File: src/rtl/smute_pkg.sv
package smute_pkg;
  typedef enum logic [1:0] {ST_OPEN, ST_FALL, ST_SHUT, ST_RISE} smute_st_e;

  // smoothstep: full*(3k^2 n - 2k^3)/n^3
  function automatic longint unsigned s_curve(int unsigned k, int unsigned n, int unsigned w);
    longint unsigned full, kk, nn, num, den;
    full = (64'd1 << w) - 64'd1;
    kk   = longint'(k);
    nn   = longint'(n);
    num  = 3 * kk * kk * nn - 2 * kk * kk * kk;
    den  = nn * nn * nn;
    return (full * num) / den;
  endfunction
endpackage

File: src/rtl/smute_rate.sv
module smute_rate #(
  parameter int DIV_FAST = 3,
  parameter int DIV_MID  = 6,
  parameter int DIV_SLOW = 768
) (
  input  logic       clk_i,
  input  logic       rst_ni,
  input  logic       start_i,
  input  logic       run_i,
  input  logic [1:0] sel_i,
  output logic       step_o
);
  localparam int DIV_MAX = (DIV_SLOW > DIV_MID) ? ((DIV_SLOW > DIV_FAST) ? DIV_SLOW : DIV_FAST)
                                                : ((DIV_MID > DIV_FAST) ? DIV_MID : DIV_FAST);
  localparam int CNT_W = $clog2(DIV_MAX + 1);

  logic [CNT_W-1:0] div_q, div_d, cnt_q;

  always_comb begin
    unique case (sel_i)
      2'd0:    div_d = CNT_W'(DIV_FAST);
      2'd1:    div_d = CNT_W'(DIV_MID);
      default: div_d = CNT_W'(DIV_SLOW);
    endcase
  end

  assign step_o = run_i && (cnt_q == div_q - 1'b1);

  // duration latched at ramp start
  always_ff @(posedge clk_i or negedge rst_ni) begin
    if (!rst_ni) begin
      div_q <= CNT_W'(DIV_FAST);
      cnt_q <= '0;
    end else if (start_i) begin
      div_q <= div_d;
      cnt_q <= '0;
    end else if (run_i) begin
      cnt_q <= step_o ? '0 : cnt_q + 1'b1;
    end
  end
endmodule

File: src/rtl/smute_curve.sv
module smute_curve #(
  parameter int STEPS  = 16,
  parameter int GAIN_W = 16,
  localparam int LVL_W = $clog2(STEPS + 1)
) (
  input  logic [LVL_W-1:0]  lvl_i,
  output logic [GAIN_W-1:0] gain_o
);
  logic [GAIN_W-1:0] tbl [STEPS+1];

  for (genvar k = 0; k <= STEPS; k++) begin : g_tbl
    assign tbl[k] = GAIN_W'(smute_pkg::s_curve(k, STEPS, GAIN_W));
  end

  assign gain_o = tbl[lvl_i];
endmodule

File: src/rtl/smute_ramp_ctrl.sv
module smute_ramp_ctrl #(
  parameter int GAIN_W   = 16,
  parameter int STEPS    = 16,
  parameter int DIV_FAST = 3,
  parameter int DIV_MID  = 6,
  parameter int DIV_SLOW = 768
) (
  input  logic              clk_i,
  input  logic              rst_ni,
  input  logic              mute_pin_i,
  input  logic              mute_reg_i,
  input  logic              hard_mute_i,
  input  logic [1:0]        ramp_sel_i,
  output logic [GAIN_W-1:0] gain_o,
  output logic              busy_o
);
  import smute_pkg::*;
  localparam int LVL_W = $clog2(STEPS + 1);
  localparam logic [LVL_W-1:0] LVL_TOP = LVL_W'(STEPS);

  smute_st_e         st_q;
  logic [LVL_W-1:0]  lvl_q;
  logic              req, start, run, step;
  logic [GAIN_W-1:0] curve_gain;

  assign req   = mute_pin_i | mute_reg_i;
  assign start = (st_q == ST_OPEN && req) || (st_q == ST_SHUT && !req);
  assign run   = (st_q == ST_FALL) || (st_q == ST_RISE);

  smute_rate #(
    .DIV_FAST (DIV_FAST),
    .DIV_MID  (DIV_MID),
    .DIV_SLOW (DIV_SLOW)
  ) u_rate (
    .clk_i   (clk_i),
    .rst_ni  (rst_ni),
    .start_i (start),
    .run_i   (run),
    .sel_i   (ramp_sel_i),
    .step_o  (step)
  );

  smute_curve #(
    .STEPS  (STEPS),
    .GAIN_W (GAIN_W)
  ) u_curve (
    .lvl_i  (lvl_q),
    .gain_o (curve_gain)
  );

  // request only sampled outside a ramp
  always_ff @(posedge clk_i or negedge rst_ni) begin
    if (!rst_ni) begin
      st_q  <= ST_OPEN;
      lvl_q <= LVL_TOP;
    end else begin
      unique case (st_q)
        ST_OPEN: if (req) st_q <= ST_FALL;
        ST_FALL: if (step) begin
          lvl_q <= lvl_q - 1'b1;
          if (lvl_q == LVL_W'(1)) st_q <= ST_SHUT;
        end
        ST_SHUT: if (!req) st_q <= ST_RISE;
        ST_RISE: if (step) begin
          lvl_q <= lvl_q + 1'b1;
          if (lvl_q == LVL_TOP - 1'b1) st_q <= ST_OPEN;
        end
        default: st_q <= ST_OPEN;
      endcase
    end
  end

  assign busy_o = (st_q != ST_OPEN);
  assign gain_o = hard_mute_i ? '0 : curve_gain;
endmodule

File: config.mk
export PLATFORM = sky130hd
export DESIGN_NAME = smute_ramp_ctrl
export DESIGN_NICKNAME = d
export VERILOG_FILES = /design/src/rtl/smute_pkg.sv /design/src/rtl/smute_rate.sv /design/src/rtl/smute_curve.sv /design/src/rtl/smute_ramp_ctrl.sv
export SDC_FILE = /design/constraint.sdc
export NUM_CORES = 1
export LEC_CHECK = 0
export BUFFER_PORTS_ARGS = -buffer_cell sky130_fd_sc_hd__buf_4
export CAP_MARGIN = 40
export CORE_MARGIN = 5
export CORE_UTILIZATION = 60
export DETAILED_ROUTE_END_ITERATION = 8
export PLACE_DENSITY = 0.83
export SETUP_SLACK_MARGIN = 0.02
export SLEW_MARGIN = 0
export SYNTH_ARGS = -nofsm -noshare
export SYNTH_HDL_FRONTEND = slang
export SYNTH_HIERARCHICAL = 1
export SYNTH_SLANG_ARGS = --single-unit
File: constraint.sdc
create_clock -name clk_i -period 5.9 [get_ports clk_i]
set_clock_uncertainty 0.15 [all_clocks]
set_input_delay 1.18 -clock clk_i [delete_from_list [all_inputs] [get_ports clk_i]]
set_output_delay 1.18 -clock clk_i [all_outputs]
set_load 0.005 [all_outputs]
==> out/metrics.yaml, run 1 <==
slowest_delay_ps: 660
area_growth_pct: 9.33
layout-drive-gt1-share_pct: 19.1
slew_violations: 0
first_iter_violations: 92
drtPass1Iterations: 4
drc_errors: 0
grt_pass1_vias: 1410
startpoint: "lvl_q[0]"
ys_ff_latch: 21
critPathKind: "flop to output pin"
die_h_microns: 66.3
fp-row-count: 20
cts-buffers-inserted: 3
die_w_microns: 66.3
cp_slowest_cell: "dfrtp_1"
ys_seq_area_share_pct: 27.8
cts_root_buffer: "clkbuf_4"
grt_pass1_wl_mm: 6.16
dieArea_sq_mm: 0.00440
synth_nets: 251
insertion_delay_ps: 300
coreArea_sq_mm: 0.00305
rsz0062_at_grt: "no"
fin_crit_sh_pct: 61.0
tightest_slew_ps: 820
synth.most_common_cell: "nand2_1"
hold_buffers: 0
insertedDiodeCount: 0
gp_congestion: 0.782
arrival_ps: 2270
path_max_fanout: 15
max_freq_ghz: 0.278
netlist.area_leader.share_pct: 23.7
overflow: 0
slew_headroom_pct: 45.3
setup_viol: 0
synth_ff_type: "dfrtp_1"
drv_cap: 0
reg2reg_to: "u_rate/cnt_q[7]"
fillers: 286
leakage_nw: 0.971
yosysTopAreaCell: "dfrtp_1"
final_util_pct: 68.2
placed_area_sq_mm: 0.00205
cp_cell_sequence: "inv_1 > ha_1 > o211a_1 > or3_1 > nor2b_1 > buf_4"
status: "completed"
start_util_pct: 62.4
reg2reg_from: "u_rate/div_q[0]"
synthTopCellsByArea: "dfrtp_1 (24%), ha_1 (12%), nor2b_1 (6.2%)"
num-nets-final: 267
cts_max_path_buffers: 2
synthDistinctLibCells: 53
avgSynthCellArea_sq_um: 8.43
synth-edff-count: 0
antenna_found_initial: 0
rr_worst_depth: 9
wl_per_cell_microns: 12.4
ir_worst_vdd_mv: 0.281
final_area_sq_mm: 0.00208
dpl.hpwl_mm: 2.60
routed_via_density: 5.64
async_flop_share_pct: 100
endpoint: "gain_o[12]"
setup-tns-final_ps: 0
finalCriticalPeriod_ps: 3600
io_pins: 24
end_kind: "output pin"
htree_levels: 1
r2r_slack_ps: 2780
cts.sinks: 21
worstSetupStartpointType: "flop"
drtAntennaViolNets: 0
synthTopCellsByCount: "nand2_1 (22), nor2b_1 (19), dfrtp_1 (18), ha_1 (18), inv_1 (18)"
hold_path.class: "flop to flop"
port-buffer-count: 23
synth.cell_area_sq_mm: 0.00190
hold_viol: 0
worstPathRequired_ps: 4570
grt_start_max_net_pins: 24
cellPowerDensity_mw_per_mm2: 461
routed_wl_mm: 3.54
post_cts_buffers: 0
synthCells: 226
clk_pin_slew_ps: 120
grt_use_total_pct: 17.6
cts_tree: "built"
via_count: 1607
cts-resized-gates: 0
synth_warnings: 6
[kinds of logic after synthesis]
family          count (synthesis)  synth area share, %
simple gates                   89                 26.2
buf+inv                        31                 8.02
xor+xnor                        7                 3.22
flops                          21                 27.8
fa+ha+maj                      18                 11.8
mux                             5                 2.96
compound gates                 55                 20.0
[cells in the final DEF (no fill, tap or decap), types with 4 or more instances in the layout]
| cell type | instances |
|---|---|
| a21oi_1 | 14 |
| a31oi_1 | 5 |
| and3_1 | 4 |
| buf_4 | 24 |
| dfrtp_1 | 18 |
| ha_1 | 18 |
| inv_1 | 18 |
| nand2_1 | 22 |
| nand3_1 | 4 |
| nor2_1 | 13 |
| nor2b_1 | 19 |
| o21ai_0 | 16 |
| xor2_1 | 4 |
[worst max-delay path: cells and delay by family (launching register included)]
| family | cells | cell delay [ps] |
|---|---|---|
| compound gates | 1 | 210 |
| simple gates | 2 | 420 |
| buf+inv | 2 | 290 |
| flops | 1 | 660 |
| fa+ha+maj | 1 | 380 |
[stage by stage]
stage	worst slack [ps]	hold WS [ps]	power, W	cells
global route	2140	421	0.00107	285
floorplan	2860	335	0.000754	226
CTS	2300	373	0.000965	285
detailed placement	2650	351	0.000892	281
finish	2300	374	0.000960	285
global placement	2700	347	0.000879	281
[layer usage]
| layer | track usage (%) | part of all wire, % |
|---|---|---|
| met3 | 2.04 | 4.6 |
| met2 | 30.4 | 48 |
| met4 | 6.09 | 0.59 |
| met5 | 0 | 0 |
| met1 | 22.4 | 47 |
[layout make-up]
| type | count | area, sq um | area share [%] |
|---|---|---|---|
| flip-flops and latches | 21 | 529 | 25.4 |
| clock inverters | 1 | 5.00 | 0.240 |
| inverters | 18 | 67.6 | 3.25 |
| repair buffers | 24 | 180 | 8.65 |
| clock buffers | 3 | 22.5 | 1.08 |
| well taps | 44 | 55.1 | 2.64 |
| multi-input cells | 174 | 1220 | 58.7 |
[worst min-delay path by stage]
| stage | startpoint | to | depth (start not counted) |
|---|---|---|---|
| after global routing | u_rate/div_q[0] | u_rate/div_q[0] | 2 |
| final | u_rate/div_q[1] | u_rate/div_q[1] | 2 |
| after global placement | u_rate/div_q[1] | u_rate/div_q[1] | 2 |
| after detailed placement | u_rate/div_q[1] | u_rate/div_q[1] | 2 |
| after CTS | u_rate/div_q[1] | u_rate/div_q[1] | 2 |
| after floorplan | u_rate/cnt_q[8] | u_rate/cnt_q[8] | 1 |
[registers in the layout, summed over array words and instances (netlist names)]
signal,cells
st_q,2
u_rate/div_q,4
lvl_q,5
u_rate/cnt_q,10
[where the power goes]
group	switching (W)	total, W	internal [W]
Clock	0.0000434	0.0000687	0.0000253
Combinational	0.000298	0.000601	0.000302
Sequential	0.0000951	0.000291	0.000196
Total	0.000437	0.000960	0.000523
No activity file was read; power rests on OpenSTA's default activity.
==> run 2, diff against run 1 <==
- CORE_UTILIZATION: 60 -> 58
- PLACE_DENSITY: 0.83 -> 0.81
- clock period: 5.9 -> 3.58 ns (I/O delays scaled with it)
==> run 2 against run 1 <==
Cell count rose by 0.35%. First-iteration DRC count rose by 9.8%. Hold slack got worse by 260 ps. Sequential cell count did not move. Power rose by 68%. Clock power rose by 67%.
==> out/metrics.yaml, run 2 (synthesized netlist as in run 1, its figures left out) <==
grt_start_max_net_pins: 24
path_max_fanout: 15
rr_worst_depth: 11
drtAntennaViolNets: 0
die_w_microns: 67.3
dieArea_sq_mm: 0.00453
cellPowerDensity_mw_per_mm2: 773
reg2reg_from: "u_rate/div_q[0]"
status: "completed"
tightest_slew_ps: 696
die_h_microns: 67.3
cts_tree: "built"
arrival_ps: 2310
num-nets-final: 268
top_register: "u_rate/cnt_q"
routed_via_density: 5.62
worstSetupStartpointType: "flop"
gp_congestion: 0.882
fp-row-count: 20
coreArea_sq_mm: 0.00310
port-buffer-count: 23
slew_headroom_pct: 53.6
grt_pass1_vias: 1507
io_pins: 24
routed_wl_mm: 3.71
insertion_delay_ps: 300
grt_pass1_wl_mm: 6.51
largest_register_ffs: 10
worstPathRequired_ps: 2710
clk_pin_slew_ps: 110
cp_cell_sequence: "inv_1 > ha_1 > o211a_1 > or3_1 > nor2b_1 > buf_4"
cts-buffers-inserted: 3
hold_path.class: "input port to async pin"
slowest_delay_ps: 670
ir_worst_vdd_mv: 0.423
critPathKind: "flop to output pin"
overflow: 0
insertedDiodeCount: 0
area_growth_pct: 9.66
cp_num_buf_inv: 2
grt_use_total_pct: 18.1
setup-tns-final_ps: 0
hold_buffers: 0
htree_levels: 1
cp_slowest_cell: "dfrtp_1"
top_regs: "u_rate/cnt_q x10, lvl_q x5, u_rate/div_q x4"
setup_viol: 0
mostFrequentLayoutCell: "buf_4"
fillers: 277
post_cts_buffers: 0
max_freq_ghz: 0.315
cts-resized-gates: 0
via_count: 1606
dpl.hpwl_mm: 2.76
wl_per_cell_microns: 13.0
finalCriticalPeriod_ps: 3170
cts.sinks: 21
cts_root_buffer: "clkbuf_4"
path_delay_family: "flip-flops"
leakage_nw: 0.973
antenna_found_initial: 0
hold_viol: 0
drc_errors: 0
fin_crit_sh_pct: 88.6
slew_violations: 0
rsz0062_at_grt: "no"
reg2reg_to: "st_q[1]"
layout-drive-gt1-share_pct: 19.0
first_iter_violations: 101
final_util_pct: 67.3
drtPass1Iterations: 4
layout_common_cells: "buf_4 (25), nand2_1 (22), nor2b_1 (19)"
drv_cap: 0
end_kind: "output pin"
cts_max_path_buffers: 2
r2r_slack_ps: 440
start_util_pct: 61.4
-- run 2: changes by cell type in the layout (fill, tap and decap cells not counted), sizes merged --
cell,before,now
buf,24,25
clkbuf,3,4
clkinv,1,0
-- run 2: final cells by class --
class	count	area [sq um]	area share (%)
clock buffers	4	26.3	1.26
inverters	18	67.6	3.24
multi-input cells	174	1220	58.5
flip-flops and latches	21	529	25.3
well taps	44	55.1	2.64
repair buffers	25	188	8.99
-- run 2: through the flow --
stage	std cells	instance area [sq um]	hold slack (ps)	setup WS [ps]	power, W
2_1_floorplan	226	1900	270	542	0.00124
3_3_place_gp	282	2060	357	635	0.00147
3_5_place_dp	282	2060	355	513	0.00149
4_1_cts	286	2090	118	388	0.00162
5_1_grt	286	2090	126	182	0.00178
6_report	286	2090	118	407	0.00161
-- run 2: worst max-delay path by stage --
stage,startpoint,cells after the start,slack [ps],endpoint
6_report,lvl_q[0],6,410,gain_o[12]
5_1_grt,u_rate/div_q[0],11,180,st_q[1]
4_1_cts,lvl_q[0],6,390,gain_o[12]
3_5_place_dp,u_rate/div_q[0],11,510,st_q[1]
3_3_place_gp,u_rate/div_q[0],10,630,st_q[1]
2_1_floorplan,u_rate/div_q[0],11,540,st_q[1]
-- run 2: power by group --
group / switching [W] / internal [W]
logic: 0.000502 / 0.000509
clock network: 0.0000714 / 0.0000435
registers: 0.000164 / 0.000323
-- run 2: per-layer routing --
layer	up-vias	global-route usage (%)	share of wire [%]
met4	0	6.33	0.97
met1	735	21.8	45
met3	4	1.83	5.1
met2	44	33.1	49
li1	823	-	-
met5	-	0	0
